### src/rtl/dma_chan_pkg.sv
package dma_chan_pkg;
  localparam int unsigned REG_W     = 16;
  localparam int unsigned B_RUN     = 0;
  localparam int unsigned B_CHG     = 1;
  localparam int unsigned B_WORD    = 2;
  localparam int unsigned B_PRIO    = 3;
  localparam int unsigned B_TMR     = 4;
  localparam int unsigned B_PIN_IRQ = 5;
  localparam int unsigned B_TC_STOP = 6;
  localparam int unsigned B_MODE_LO = 7;
  localparam int unsigned B_MODE_HI = B_MODE_LO + 1;

  typedef enum logic [1:0] {
    SYNC_NONE = 2'b00,
    SYNC_SRC  = 2'b01,
    SYNC_DST  = 2'b10,
    SYNC_RSVD = 2'b11
  } sync_mode_e;

  typedef struct packed {
    sync_mode_e mode;
    logic       tc_stop;
    logic       pin_irq;
    logic       tmr_en;
    logic       prio_hi;
    logic       word;
    logic       run;
  } ctrl_t;
endpackage

### src/rtl/dma_ctl_reg.sv
module dma_ctl_reg
  import dma_chan_pkg::*;
#(
  parameter int unsigned DW = REG_W
) (
  input  logic          clk_i,
  input  logic          rst_ni,
  input  logic          wr_i,
  input  logic [DW-1:0] wdata_i,
  input  logic          term_i,
  output ctrl_t         ctrl_o,
  output logic [DW-1:0] image_o
);
  ctrl_t ctrl_q;

  always_ff @(posedge clk_i or negedge rst_ni) begin
    if (!rst_ni) begin
      ctrl_q <= '0;
    end else if (wr_i) begin
      ctrl_q.mode    <= sync_mode_e'(wdata_i[B_MODE_HI:B_MODE_LO]);
      ctrl_q.tc_stop <= wdata_i[B_TC_STOP];
      ctrl_q.pin_irq <= wdata_i[B_PIN_IRQ];
      ctrl_q.tmr_en  <= wdata_i[B_TMR];
      ctrl_q.prio_hi <= wdata_i[B_PRIO];
      ctrl_q.word    <= wdata_i[B_WORD];
      // run moves only with change-enable; otherwise a stop on zero still applies
      ctrl_q.run     <= wdata_i[B_CHG] ? wdata_i[B_RUN] : (ctrl_q.run & ~term_i);
    end else if (term_i) begin
      ctrl_q.run <= 1'b0;
    end
  end

  always_comb begin
    image_o                       = '0;
    image_o[B_RUN]                = ctrl_q.run;
    image_o[B_WORD]               = ctrl_q.word;
    image_o[B_PRIO]               = ctrl_q.prio_hi;
    image_o[B_TMR]                = ctrl_q.tmr_en;
    image_o[B_PIN_IRQ]            = ctrl_q.pin_irq;
    image_o[B_TC_STOP]            = ctrl_q.tc_stop;
    image_o[B_MODE_HI:B_MODE_LO]  = ctrl_q.mode;
  end

  assign ctrl_o = ctrl_q;

  logic unused_hi;
  assign unused_hi = ^wdata_i[DW-1:B_MODE_HI+1];
endmodule

### src/rtl/dma_xfer_cnt.sv
module dma_xfer_cnt #(
  parameter int unsigned CW = 16
) (
  input  logic          clk_i,
  input  logic          ld_i,
  input  logic [CW-1:0] ld_val_i,
  input  logic          dec_i,
  output logic [CW-1:0] cnt_o,
  output logic          last_o
);
  logic [CW-1:0] cnt_q;

  // no reset: contents undefined until software loads it
  always_ff @(posedge clk_i) begin
    if (ld_i)       cnt_q <= ld_val_i;
    else if (dec_i) cnt_q <= cnt_q - CW'(1);
  end

  assign cnt_o  = cnt_q;
  assign last_o = (cnt_q == CW'(1));
endmodule

### src/rtl/dma_req_qual.sv
module dma_req_qual
  import dma_chan_pkg::*;
(
  input  ctrl_t ctrl_i,
  input  logic  pin_i,
  input  logic  tmr_i,
  output logic  req_o,
  output logic  irq_o
);
  logic pin_req, tmr_req, src_ok;

  assign pin_req = pin_i & ~ctrl_i.pin_irq;
  assign tmr_req = tmr_i & ctrl_i.tmr_en;

  always_comb begin
    unique case (ctrl_i.mode)
      SYNC_NONE:          src_ok = 1'b1;
      SYNC_SRC, SYNC_DST: src_ok = pin_req | tmr_req;
      default:            src_ok = 1'b0;
    endcase
  end

  assign req_o = ctrl_i.run & src_ok;
  assign irq_o = ctrl_i.pin_irq & pin_i;
endmodule

### src/rtl/dma_chan_ctl.sv
module dma_chan_ctl
  import dma_chan_pkg::*;
#(
  parameter int unsigned DW = REG_W
) (
  input  logic          clk_i,
  input  logic          rst_ni,
  input  logic          reg_wr_i,
  input  logic          reg_sel_i,
  input  logic [DW-1:0] reg_wdata_i,
  output logic [DW-1:0] reg_rdata_o,
  input  logic          drq_pin_i,
  input  logic          tmr_req_i,
  input  logic          xfer_done_i,
  output logic          active_o,
  output logic          bus_req_o,
  output logic          word_o,
  output logic          prio_hi_o,
  output logic          irq_o
);
  ctrl_t         ctrl;
  logic [DW-1:0] ctrl_image, count_val;
  logic          wr_ctrl, wr_cnt, dec, cnt_last, stop_en, term;

  assign wr_ctrl = reg_wr_i & ~reg_sel_i;
  assign wr_cnt  = reg_wr_i &  reg_sel_i;
  assign dec     = xfer_done_i & ctrl.run;
  assign stop_en = (ctrl.mode == SYNC_NONE) | ctrl.tc_stop;
  assign term    = dec & cnt_last & stop_en & ~wr_cnt;

  dma_ctl_reg #(.DW(DW)) u_ctl (
    .clk_i   (clk_i),
    .rst_ni  (rst_ni),
    .wr_i    (wr_ctrl),
    .wdata_i (reg_wdata_i),
    .term_i  (term),
    .ctrl_o  (ctrl),
    .image_o (ctrl_image)
  );

  dma_xfer_cnt #(.CW(DW)) u_cnt (
    .clk_i    (clk_i),
    .ld_i     (wr_cnt),
    .ld_val_i (reg_wdata_i),
    .dec_i    (dec),
    .cnt_o    (count_val),
    .last_o   (cnt_last)
  );

  dma_req_qual u_req (
    .ctrl_i (ctrl),
    .pin_i  (drq_pin_i),
    .tmr_i  (tmr_req_i),
    .req_o  (bus_req_o),
    .irq_o  (irq_o)
  );

  assign reg_rdata_o = reg_sel_i ? count_val : ctrl_image;
  assign active_o    = ctrl.run;
  assign word_o      = ctrl.word;
  assign prio_hi_o   = ctrl.prio_hi;
endmodule

### config.mk
export PLATFORM = sky130hd
export DESIGN_NAME = dma_chan_ctl
export DESIGN_NICKNAME = d
export VERILOG_FILES = /design/src/rtl/dma_chan_pkg.sv /design/src/rtl/dma_ctl_reg.sv /design/src/rtl/dma_xfer_cnt.sv /design/src/rtl/dma_req_qual.sv /design/src/rtl/dma_chan_ctl.sv
export SDC_FILE = /design/constraint.sdc
export NUM_CORES = 1
export LEC_CHECK = 0
export BUFFER_PORTS_ARGS = -buffer_cell sky130_fd_sc_hd__buf_2
export CAP_MARGIN = 20
export CORE_ASPECT_RATIO = 0.5
export CORE_UTILIZATION = 51
export CTS_CLUSTER_SIZE = 14
export DETAILED_ROUTE_END_ITERATION = 12
export GPL_TIMING_DRIVEN = 0
export PLACE_DENSITY = 0.79
export SLEW_MARGIN = 40
export SYNTH_ARGS = -nofsm -noshare
export SYNTH_HDL_FRONTEND = slang
export SYNTH_SLANG_ARGS = --single-unit
### constraint.sdc
create_clock -name clk_i -period 2.35 [get_ports clk_i]
set_clock_uncertainty 0.15 [all_clocks]
set_input_delay 0.1175 -clock clk_i [delete_from_list [all_inputs] [get_ports clk_i]]
set_output_delay 0.1175 -clock clk_i [all_outputs]
set_load 0.05 [all_outputs]
==> run summary, run 1 <==
Worst slew pin tran - 700 ps
Total power divided by cell area - 653 nW/um^2
Clock tree from TritonCTS - built
Portion of synthesized cell area occupied by the leading cell type - 32.1%
Leading cell types by total area after synthesis - edfxtp_1 (32%), dfrtp_1 (13%), mux2_2 (9.8%)
Outcome - finished clean
Source of the critical timing path - u_cnt.cnt_o[0]$_DFFE_PP_
Required @ worst endpoint - 2200 ps
Internal - 0.776 mW
Post-synthesis adder-cell area fraction - 3.34%
Clk Tree Root Cell - clkbuf_8
# H-tree levels - 1
GRT met2 Usage - 43.5%
CTS-repair resized insts - 0
Portion of total power attributed to sequential cells - 47.1%
Total number of clock tree sinks - 24
Cell accounting for the most synthesized area - edfxtp_1
Vertical die dimension - 40.3 um
Area of the core - 2680 um^2
Drt initial violations - 103
Crit share post-route - 89.5%
Residual DRC - 0
Placement row count - 13
Wirelength, routed - 3530 um
Routed vias - 1295
Net switching power of the design - 0.461 mW
Hold Crit Class - in -> reg
Worst slew margin - 53.2%
Highest-count cells in the layout ignoring fill and taps - buf_2 (44), nor2_1 (22), edfxtp_1 (16)
Worst setup SP type - flip-flop
Number of global-route vias before repair - 1182
PortBufs - 43
Longest Clk Path Bufs - 2
#FFs+latches synth - 24
Routability cong. - 0.822
Num ports - 44
End of the worst register-to-register path - u_cnt.cnt_o[14]$_DFFE_PP_
Fin nets - 234
Vias/cell - 5.33
Setup bufs post-CTS - 0
Combinational group share of total power - 33.1%
Sum of overflow across all layers after global routing - 0
Maximum number of pins on one net before global-route repair - 17
Worst voltage drop across the vdd grid - 0.498 mV
Number of cell instances on the worst register-to-register path - 6
Dominant combinational cell family by area after synthesis - simple AND/OR/NAND/NOR gates
Beginning of the worst register-to-register path - u_cnt.cnt_o[0]$_DFFE_PP_
Critical path start-end classification - reg -> reg
Max cap viols - 0
Number of warning messages in the yosys log - 0
Met1 demand-to-capacity share in global routing - 30.2%
Clock latency at the later pin of the worst-skew pair - 260 ps
Post-Synthesis Net Count - 177
Critical path destination - u_cnt.cnt_o[14]$_DFFE_PP_
Setup TNS - 0 ps
Routing usage on met3 - 6.36%
Post-detailed-route count of antenna-violating nets - 0
Number of CTS-inserted buffers - 3
Area fraction in and, or, nand and nor cells after synthesis - 21.8%
Share of power burned in the clock network - 19.8%
Sequential share of the synthesized area - 45.5%
Post-synthesis share of cell area spent on xor and xnor gates - 7.02%
Reg-to-reg setup timing slack - 250 ps
Leakage component of the power - 0.780 nW
GR peak layer - met2
Clock transition at the registers of the reported paths - 80 ps
Max Fclk - 476 MHz
Final HPWL DP - 2500 um
Hold wc startpoint - reg_wdata_i[10]
Final Max Slew Viols - 0
Initial Util - 55.8%
Average routed wire per standard cell - 14.5 um
Area added between synthesis and finish - 26.5%
Max FO, Critical Path - 7
Floorplan die area - 3170 um^2
Antenna fix cells - 0
Synth cell types - 32
Total global-route track usage - 24.2%
Gate count after technology mapping - 150
Worst EP arrival - 1950 ps
Commonest non-fill, non-tap cell in the layout - buf_2
Initial antenna violation count - 0
Post-synthesis mux area share - 9.78%
Total power consumption of the routed design - 1.24 mW
Share of final-layout standard cells stronger than drive strength 1 - 31.6%
Setup repair after global routing missed its margin - false
Post-synth design cell area - 1500 um^2
Horizontal die dimension - 78.6 um
Total count of hold-check failures in the final report - 0
Crit path time final - 2100 ps
Final Setup Violations - 0
Global-route wire length before repair - 5470 um
DR pass1 iterations - 4
Crit path capture type - flip-flop
Per-instance average area after synthesis - 9.98 um^2
Compound-cell area share of the yosys netlist - 9.45%
Net switching share of the total power - 37.3%
[registers in the layout, summed over array words and instances, names as in the netlist]
name and flops:
u_cnt.cnt_o 16, u_ctl.ctrl_o 8
[worst max-delay path: stages (launching register included)]
cell,delay [ps]
edfxtp_1,500
inv_1,100
ha_1,180
nor3b_2,490
nand4_1,180
xor2_1,170
a21oi_1,80
[cell usage after synthesis]
cell type,number
edfxtp_1,16
nand4_1,3
xnor2_1,3
nand3b_1,1
buf_2,1
nor2_1,22
a21oi_1,15
nor3b_2,1
o2111ai_1,1
nor2_2,1
mux2_2,13
a31oi_1,2
nand3_1,4
o41ai_1,1
o21ai_0,4
and2_1,9
nor4_1,1
nor3b_1,1
or4_4,1
xor2_1,9
nor4_2,1
clkbuf_1,5
nand2_1,9
ha_1,4
nand2b_1,1
inv_1,6
dfrtp_1,8
nand4b_1,1
o2bb2ai_1,1
o31ai_1,1
nor4_4,1
nor3_1,3
[cell type report]
cell class	instances	area, um^2
buffer	6	23.8
timing repair buffer	52	305
clock buffer	4	45.0
multi-input combinational	114	769
tap	37	46.3
inverter	6	22.5
sequential	24	681
fill	192	791
[per-stage QoR]
stage	cell area (um^2)	hold slack [ps]	util [%]	setup slack [ps]	cells
CTS	1890	22.6	70.5	280	243
global placement	1760	-177	65.5	159	230
floorplan	1500	-328	-	198	150
global route	1890	47.1	70.5	173	243
finish	1890	23.8	70.5	248	243
detailed placement	1760	-174	65.5	176	230
[cells by family (layout without fill, tap and decap cells)]
logic type               after synthesis  in the layout
AO/OA/AOI/OAI                         25             25
XOR/XNOR                              12             12
adder cells (fa/ha/maj)                4              4
buffers and inverters                 12             68
flip-flops                            24             24
multiplexers                          13             13
AND/OR/NAND/NOR                       60             60
[timing repair]
action	4_1_cts	5_1_grt
setup endpoints to repair	0	0
endpoints found under the hold margin	16	0
hold buffers	9	0
[worst min-delay path by stage]
stage / end / cells after the start
after floorplan: u_ctl.ctrl_o[0]$_DFFE_PN0P_ / 0
after global placement: u_ctl.ctrl_o[7]$_DFFE_PN0P_ / 1
after detailed placement: u_ctl.ctrl_o[6]$_DFFE_PN0P_ / 1
after CTS: u_cnt.cnt_o[9]$_DFFE_PP_ / 3
after global routing: u_cnt.cnt_o[12]$_DFFE_PP_ / 3
final: u_cnt.cnt_o[10]$_DFFE_PP_ / 3
[metal layers]
metal	routed length, um	part of all wire (%)
met5	0	0
met4	52	1.5
met1	1620	46
met2	1610	46
met3	246	7.0
[power groups by stage]
stage | Sequential (mW) | Clock, mW | Combinational, mW
global placement | 0.587 | 0 | 0.389
CTS | 0.581 | 0.251 | 0.408
floorplan | 0.601 | 0 | 0.277
finish | 0.582 | 0.245 | 0.409
detailed placement | 0.589 | 0 | 0.395
global route | 0.591 | 0.264 | 0.439
Note: power is estimated with default switching activity, not from simulation.
==> inputs of run 2 (changes only) <==
--- a/config.mk
+++ b/config.mk
@@ -8,11 +8,10 @@
 export BUFFER_PORTS_ARGS = -buffer_cell sky130_fd_sc_hd__buf_2
 export CAP_MARGIN = 20
 export CORE_ASPECT_RATIO = 0.5
-export CORE_UTILIZATION = 51
+export CORE_UTILIZATION = 40
 export CTS_CLUSTER_SIZE = 14
 export DETAILED_ROUTE_END_ITERATION = 12
 export GPL_TIMING_DRIVEN = 0
-export PLACE_DENSITY = 0.79
 export SLEW_MARGIN = 40
 export SYNTH_ARGS = -nofsm -noshare
 export SYNTH_HDL_FRONTEND = slang
==> run 2 against run 1 <==
Against the previous run:
- power is 3.3% higher
- fmax increased by 0.67%
- critical path depth unchanged
- first-iteration DRC count decreased by 9.7%
- global-route usage decreased by 4.8 points
- non-clock buffer count unchanged
- register-to-register slack about the same
- critical endpoint unchanged
- core utilization decreased by 16 points
- clock power up 17%
- hold slack worse by 8.1 ps
- sequential share of layout area down 0.52 points
- die area grew 26%
==> run summary, run 2 (same netlist as run 1, synthesis figures left out) <==
Outcome - finished clean
Max cap viols - 0
Initial Util - 42.6%
Post-Place Cells - 244
Residual DRC - 0
Longest Clk Path Bufs - 2
Setup repair after global routing missed its margin - false
Crit path capture type - flip-flop
Critical path start-end classification - reg -> reg
Total number of clock tree sinks - 24
Worst slew pin tran - 720 ps
Area added between synthesis and finish - 28.3%
Final HPWL DP - 2630 um
Num ports - 44
Worst EP arrival - 1940 ps
Number of global-route vias before repair - 1146
Share of final-layout standard cells stronger than drive strength 1 - 32.0%
Worst slew margin - 51.9%
Routed vias - 1300
Floorplan die area - 4000 um^2
Antenna fix cells - 0
DR pass1 iterations - 4
Global-route wire length before repair - 5560 um
Max FO, Critical Path - 7
Post-layout util - 54.7%
Commonest non-fill, non-tap cell in the layout - buf_2
Total power divided by cell area - 665 nW/um^2
Area of the core - 3510 um^2
Setup TNS - 0 ps
Clock tree from TritonCTS - built
Flip-flop count of the largest register, all copies and words added - 16
PortBufs - 43
Sum of overflow across all layers after global routing - 0
Total count of hold-check failures in the final report - 0
Cell Area, Placed - 1780 um^2
Final Setup Violations - 0
Total non-filler cell area in the finished layout - 1920 um^2
Placement row count - 15
Total global-route track usage - 19.4%
# H-tree levels - 1
Clock transition at the registers of the reported paths - 90 ps
Fin nets - 234
Final Max Slew Viols - 0
Initial antenna violation count - 0
Total of fill cells in the finished design - 333
Drt initial violations - 93
Post-detailed-route count of antenna-violating nets - 0
Maximum number of pins on one net before global-route repair - 17
Crit share post-route - 88.9%
Horizontal die dimension - 88.5 um
Number of CTS-inserted buffers - 3
Hold Crit Class - in -> reg
Leakage component of the power - 0.786 nW
Setup bufs post-CTS - 0
Highest-count cells in the layout ignoring fill and taps - buf_2 (44), nor2_1 (22), edfxtp_1 (16)
Worst voltage drop across the vdd grid - 0.367 mV
Clock latency at the later pin of the worst-skew pair - 270 ps
Required @ worst endpoint - 2210 ps
Average routed wire per standard cell - 13.9 um
Max Fclk - 479 MHz
Routability cong. - 0.776
Post-route insts no fill - 257
Vertical die dimension - 45.3 um
Worst setup SP type - flip-flop
Crit path time final - 2090 ps
Vias/cell - 5.06
Wirelength, routed - 3580 um
Clk Tree Root Cell - clkbuf_8
[run 2: what timing repair did]
action | 4_1_cts | 5_1_grt
endpoints found under the hold margin | 16 | 0
hold buffers | 9 | 0
resized for setup | 0 | 0
[run 2: final cells by class]
cell class,count,area (um^2),area share [%]
plain buffers,6,23.8,1.24
clock buffers,4,55.1,2.87
inverters,6,22.5,1.17
multi-input cells,114,769,40.1
flip-flops and latches,24,681,35.4
well taps,51,63.8,3.32
repair buffers,52,305,15.9
[run 2: metrics by stage]
stage	hold WS [ps]	setup WS, ps	power [mW]
2_1_floorplan	-328	198	0.878
3_3_place_gp	-184	118	0.982
3_5_place_dp	-185	101	0.988
4_1_cts	13.9	269	1.28
5_1_grt	13.8	122	1.34
6_report	15.7	262	1.28
[run 2: final timing paths]
path / startpoint / endpoint / slack [ps] / cells past startpoint
max: u_cnt.cnt_o[0]$_DFFE_PP_ / u_cnt.cnt_o[14]$_DFFE_PP_ / 260 / 6
min: reg_wdata_i[9] / u_cnt.cnt_o[9]$_DFFE_PP_ / 20 / 3
max reg2reg: u_cnt.cnt_o[0]$_DFFE_PP_ / u_cnt.cnt_o[14]$_DFFE_PP_ / 260 / 6
min reg2reg: u_ctl.ctrl_o[2]$_DFFE_PN0P_ / u_ctl.ctrl_o[2]$_DFFE_PN0P_ / 380 / 1
max in group asynchronous: rst_ni / u_ctl.ctrl_o[1]$_DFFE_PN0P_ / 1840 / 2
min in group asynchronous: rst_ni / u_ctl.ctrl_o[2]$_DFFE_PN0P_ / 50 / 2
[run 2: routing by layer]
metal | global-route usage, % | vias up | routed length (um)
met3 | 5.67 | 4 | 229
met4 | 3.23 | 0 | 16
met1 | 28.0 | 607 | 1820
met2 | 29.4 | 43 | 1510
met5 | 0 | - | 0
li1 | - | 646 | -
[run 2: report_power, final]
| group | internal (mW) | switching [mW] | total (mW) |
|---|---|---|---|
| Combinational | 0.137 | 0.271 | 0.408 |
| Clock | 0.150 | 0.136 | 0.286 |
| Sequential | 0.518 | 0.0651 | 0.583 |
[run 2: critical path: stages, from the launching register on]
cell      delay (ps)
edfxtp_1         500
inv_1            100
ha_1             180
nor3b_2          470
nand4_1          180
xor2_1           170
a21oi_1           80
==> inputs of run 3 (changes only) <==
--- a/config.mk
+++ b/config.mk
@@ -12,6 +12,7 @@
 export CTS_CLUSTER_SIZE = 14
 export DETAILED_ROUTE_END_ITERATION = 12
 export GPL_TIMING_DRIVEN = 0
+export REMOVE_ABC_BUFFERS = 1
 export SLEW_MARGIN = 40
 export SYNTH_ARGS = -nofsm -noshare
 export SYNTH_HDL_FRONTEND = slang
==> run 3 against run 2 <==
Against the previous run:
- non-clock buffer count fell by 6
- register-to-register slack got worse by 50 ps
- sequential cell count did not move
- clock power barely moved
- cell count fell by 2.3%
- global-route usage fell by 1.4 points
- power fell by 0.76%
- final area fell by 1.1%
- combinational power fell by 1%
- clock-buffer cell count did not move
- sequential power barely moved
- via count fell by 5.7%
- critical path type unchanged
- highest routed layer unchanged
==> run summary, run 3 (same netlist as run 1, synthesis figures left out) <==
Number of CTS-inserted buffers - 3
Hold wc startpoint - reg_wdata_i[15]
Required @ worst endpoint - 2200 ps
Worst slew pin tran - 742 ps
Crit path time final - 2140 ps
Setup TNS - 0 ps
Hold Crit Class - in -> reg
Residual DRC - 0
Routed vias - 1226
Outcome - finished clean
Longest Clk Path Bufs - 2
Combinational group share of total power - 31.7%
Commonest non-fill, non-tap cell in the layout - buf_2
Total power consumption of the routed design - 1.27 mW
Final Max Slew Viols - 0
Area added between synthesis and finish - 26.9%
Crit share post-route - 91.0%
Global-route wire length before repair - 5200 um
Worst hold slack - 25.5 ps
PortBufs - 43
Beginning of the worst register-to-register path - u_cnt.cnt_o[0]$_DFFE_PP_
DR pass1 iterations - 4
Max Fclk - 468 MHz
Placement row count - 15
Net switching power of the design - 0.465 mW
Clock latency at the later pin of the worst-skew pair - 270 ps
Share of power burned in the clock network - 22.5%
Max cap viols - 0
Worst slew margin - 50.4%
Area of the core - 3510 um^2
Vias/cell - 4.88
Share of final-layout standard cells stronger than drive strength 1 - 33.0%
Clock tree from TritonCTS - built
End of the worst register-to-register path - u_cnt.cnt_o[14]$_DFFE_PP_
Vertical die dimension - 45.3 um
Total global-route track usage - 18.0%
# H-tree levels - 1
Setup bufs post-CTS - 0
Setup repair after global routing missed its margin - false
Number of global-route vias before repair - 1093
Total of fill cells in the finished design - 354
Average routed wire per standard cell - 13.4 um
Sum of overflow across all layers after global routing - 0
Total power divided by cell area - 667 nW/um^2
Number of cell instances on the worst register-to-register path - 6
Wirelength, routed - 3360 um
Floorplan die area - 4000 um^2
Post-detailed-route count of antenna-violating nets - 0
Antenna fix cells - 0
Drt initial violations - 63
Maximum number of pins on one net before global-route repair - 35
Worst EP arrival - 1990 ps
Reg-to-reg setup timing slack - 210 ps
Final Setup Violations - 0
Num ports - 44
Crit path capture type - flip-flop
Clock transition at the registers of the reported paths - 90 ps
Worst hold path depth - 3
Area taken by multi-input logic gates - 772 um^2
Internal - 0.802 mW
Worst setup SP type - flip-flop
Total number of clock tree sinks - 24
Initial antenna violation count - 0
Max FO, Critical Path - 7
Highest-count cells in the layout ignoring fill and taps - buf_2 (43), nor2_1 (22), edfxtp_1 (16)
Final HPWL DP - 2330 um
Worst voltage drop across the vdd grid - 0.319 mV
FF+latch area - 681 um^2
Peak per-stage delay on the critical path - 510 ps
Flip-flop count of the largest register, all copies and words added - 16
Fin nets - 228
Total count of hold-check failures in the final report - 0
Cell with the biggest individual delay on the critical path - edfxtp_1
Portion of total power attributed to sequential cells - 45.8%
Critical path start-end classification - reg -> reg
Routability cong. - 0.767
Net switching share of the total power - 36.7%
WHS Endpoint - u_cnt.cnt_o[15]$_DFFE_PP_
Horizontal die dimension - 88.5 um
Initial Util - 42.6%
Clk Tree Root Cell - clkbuf_8
Leakage component of the power - 0.776 nW
Ordered list of cells on the worst path - inv_1 > ha_1 > nor3b_2 > nand4_1 > xor2_1 > a21oi_1
CTS-repair resized insts - 0
-- run 3: layout make-up --
| class | count | share of cell area (%) |
|---|---|---|
| tap | 51 | 3.36 |
| sequential | 24 | 35.8 |
| clock buffer | 4 | 2.90 |
| multi-input combinational | 114 | 40.6 |
| inverter | 6 | 1.19 |
| timing repair buffer | 52 | 16.1 |
-- run 3: how the worst max path moves through the flow --
| stage | startpoint | to | slack, ps | depth (start not counted) |
|---|---|---|---|---|
| finish | u_cnt.cnt_o[0]$_DFFE_PP_ | u_cnt.cnt_o[14]$_DFFE_PP_ | 210 | 6 |
| global route | u_cnt.cnt_o[0]$_DFFE_PP_ | u_cnt.cnt_o[14]$_DFFE_PP_ | 120 | 6 |
| CTS | u_cnt.cnt_o[0]$_DFFE_PP_ | u_cnt.cnt_o[14]$_DFFE_PP_ | 200 | 6 |
| detailed placement | reg_sel_i | u_cnt.cnt_o[4]$_DFFE_PP_ | 170 | 3 |
| global placement | reg_sel_i | u_cnt.cnt_o[14]$_DFFE_PP_ | -230 | 3 |
| floorplan | u_ctl.ctrl_o[0]$_DFFE_PN0P_ | bus_req_o | 200 | 1 |
-- run 3: repair_timing --
item	4_1_cts	5_1_grt
endpoints found under the hold margin	16	0
endpoints found under the setup margin	0	0
hold buffers	9	0
-- run 3: power groups by stage --
stage | logic (mW) | registers, mW | clock network, mW
5_1_grt | 0.432 | 0.589 | 0.308
6_report | 0.402 | 0.580 | 0.285
3_3_place_gp | 0.388 | 0.587 | 0
4_1_cts | 0.405 | 0.580 | 0.295
2_1_floorplan | 0.271 | 0.601 | 0
3_5_place_dp | 0.392 | 0.589 | 0
-- run 3: stage by stage --
step / cells / setup slack, ps / utilization [%] / instance area (um^2)
finish: 251 / 212 / 54.1 / 1900
global route: 251 / 122 / 54.1 / 1900
CTS: 251 / 199 / 54.1 / 1900
detailed placement: 238 / 171 / 50.0 / 1750
global placement: 238 / -232 / 49.9 / 1750
floorplan: 144 / 198 / - / 1470
-- run 3: per-layer routing --
metal / vias up / share of wire [%] / track usage, %
met5: - / 0 / 0
met4: 0 / 0.83 / 4.84
met3: 2 / 3.8 / 4.75
met2: 24 / 46 / 29.2
met1: 569 / 50 / 24.2
li1: 631 / - / -
-- run 3: worst max-delay path: cells and delay by family, from the launching register on --
kind,cells,cell delay (ps)
buffers and inverters,1,100
flip-flops,1,510
XOR/XNOR,1,180
AO/OA/AOI/OAI,1,80
AND/OR/NAND/NOR,2,680
adder cells (fa/ha/maj),1,180
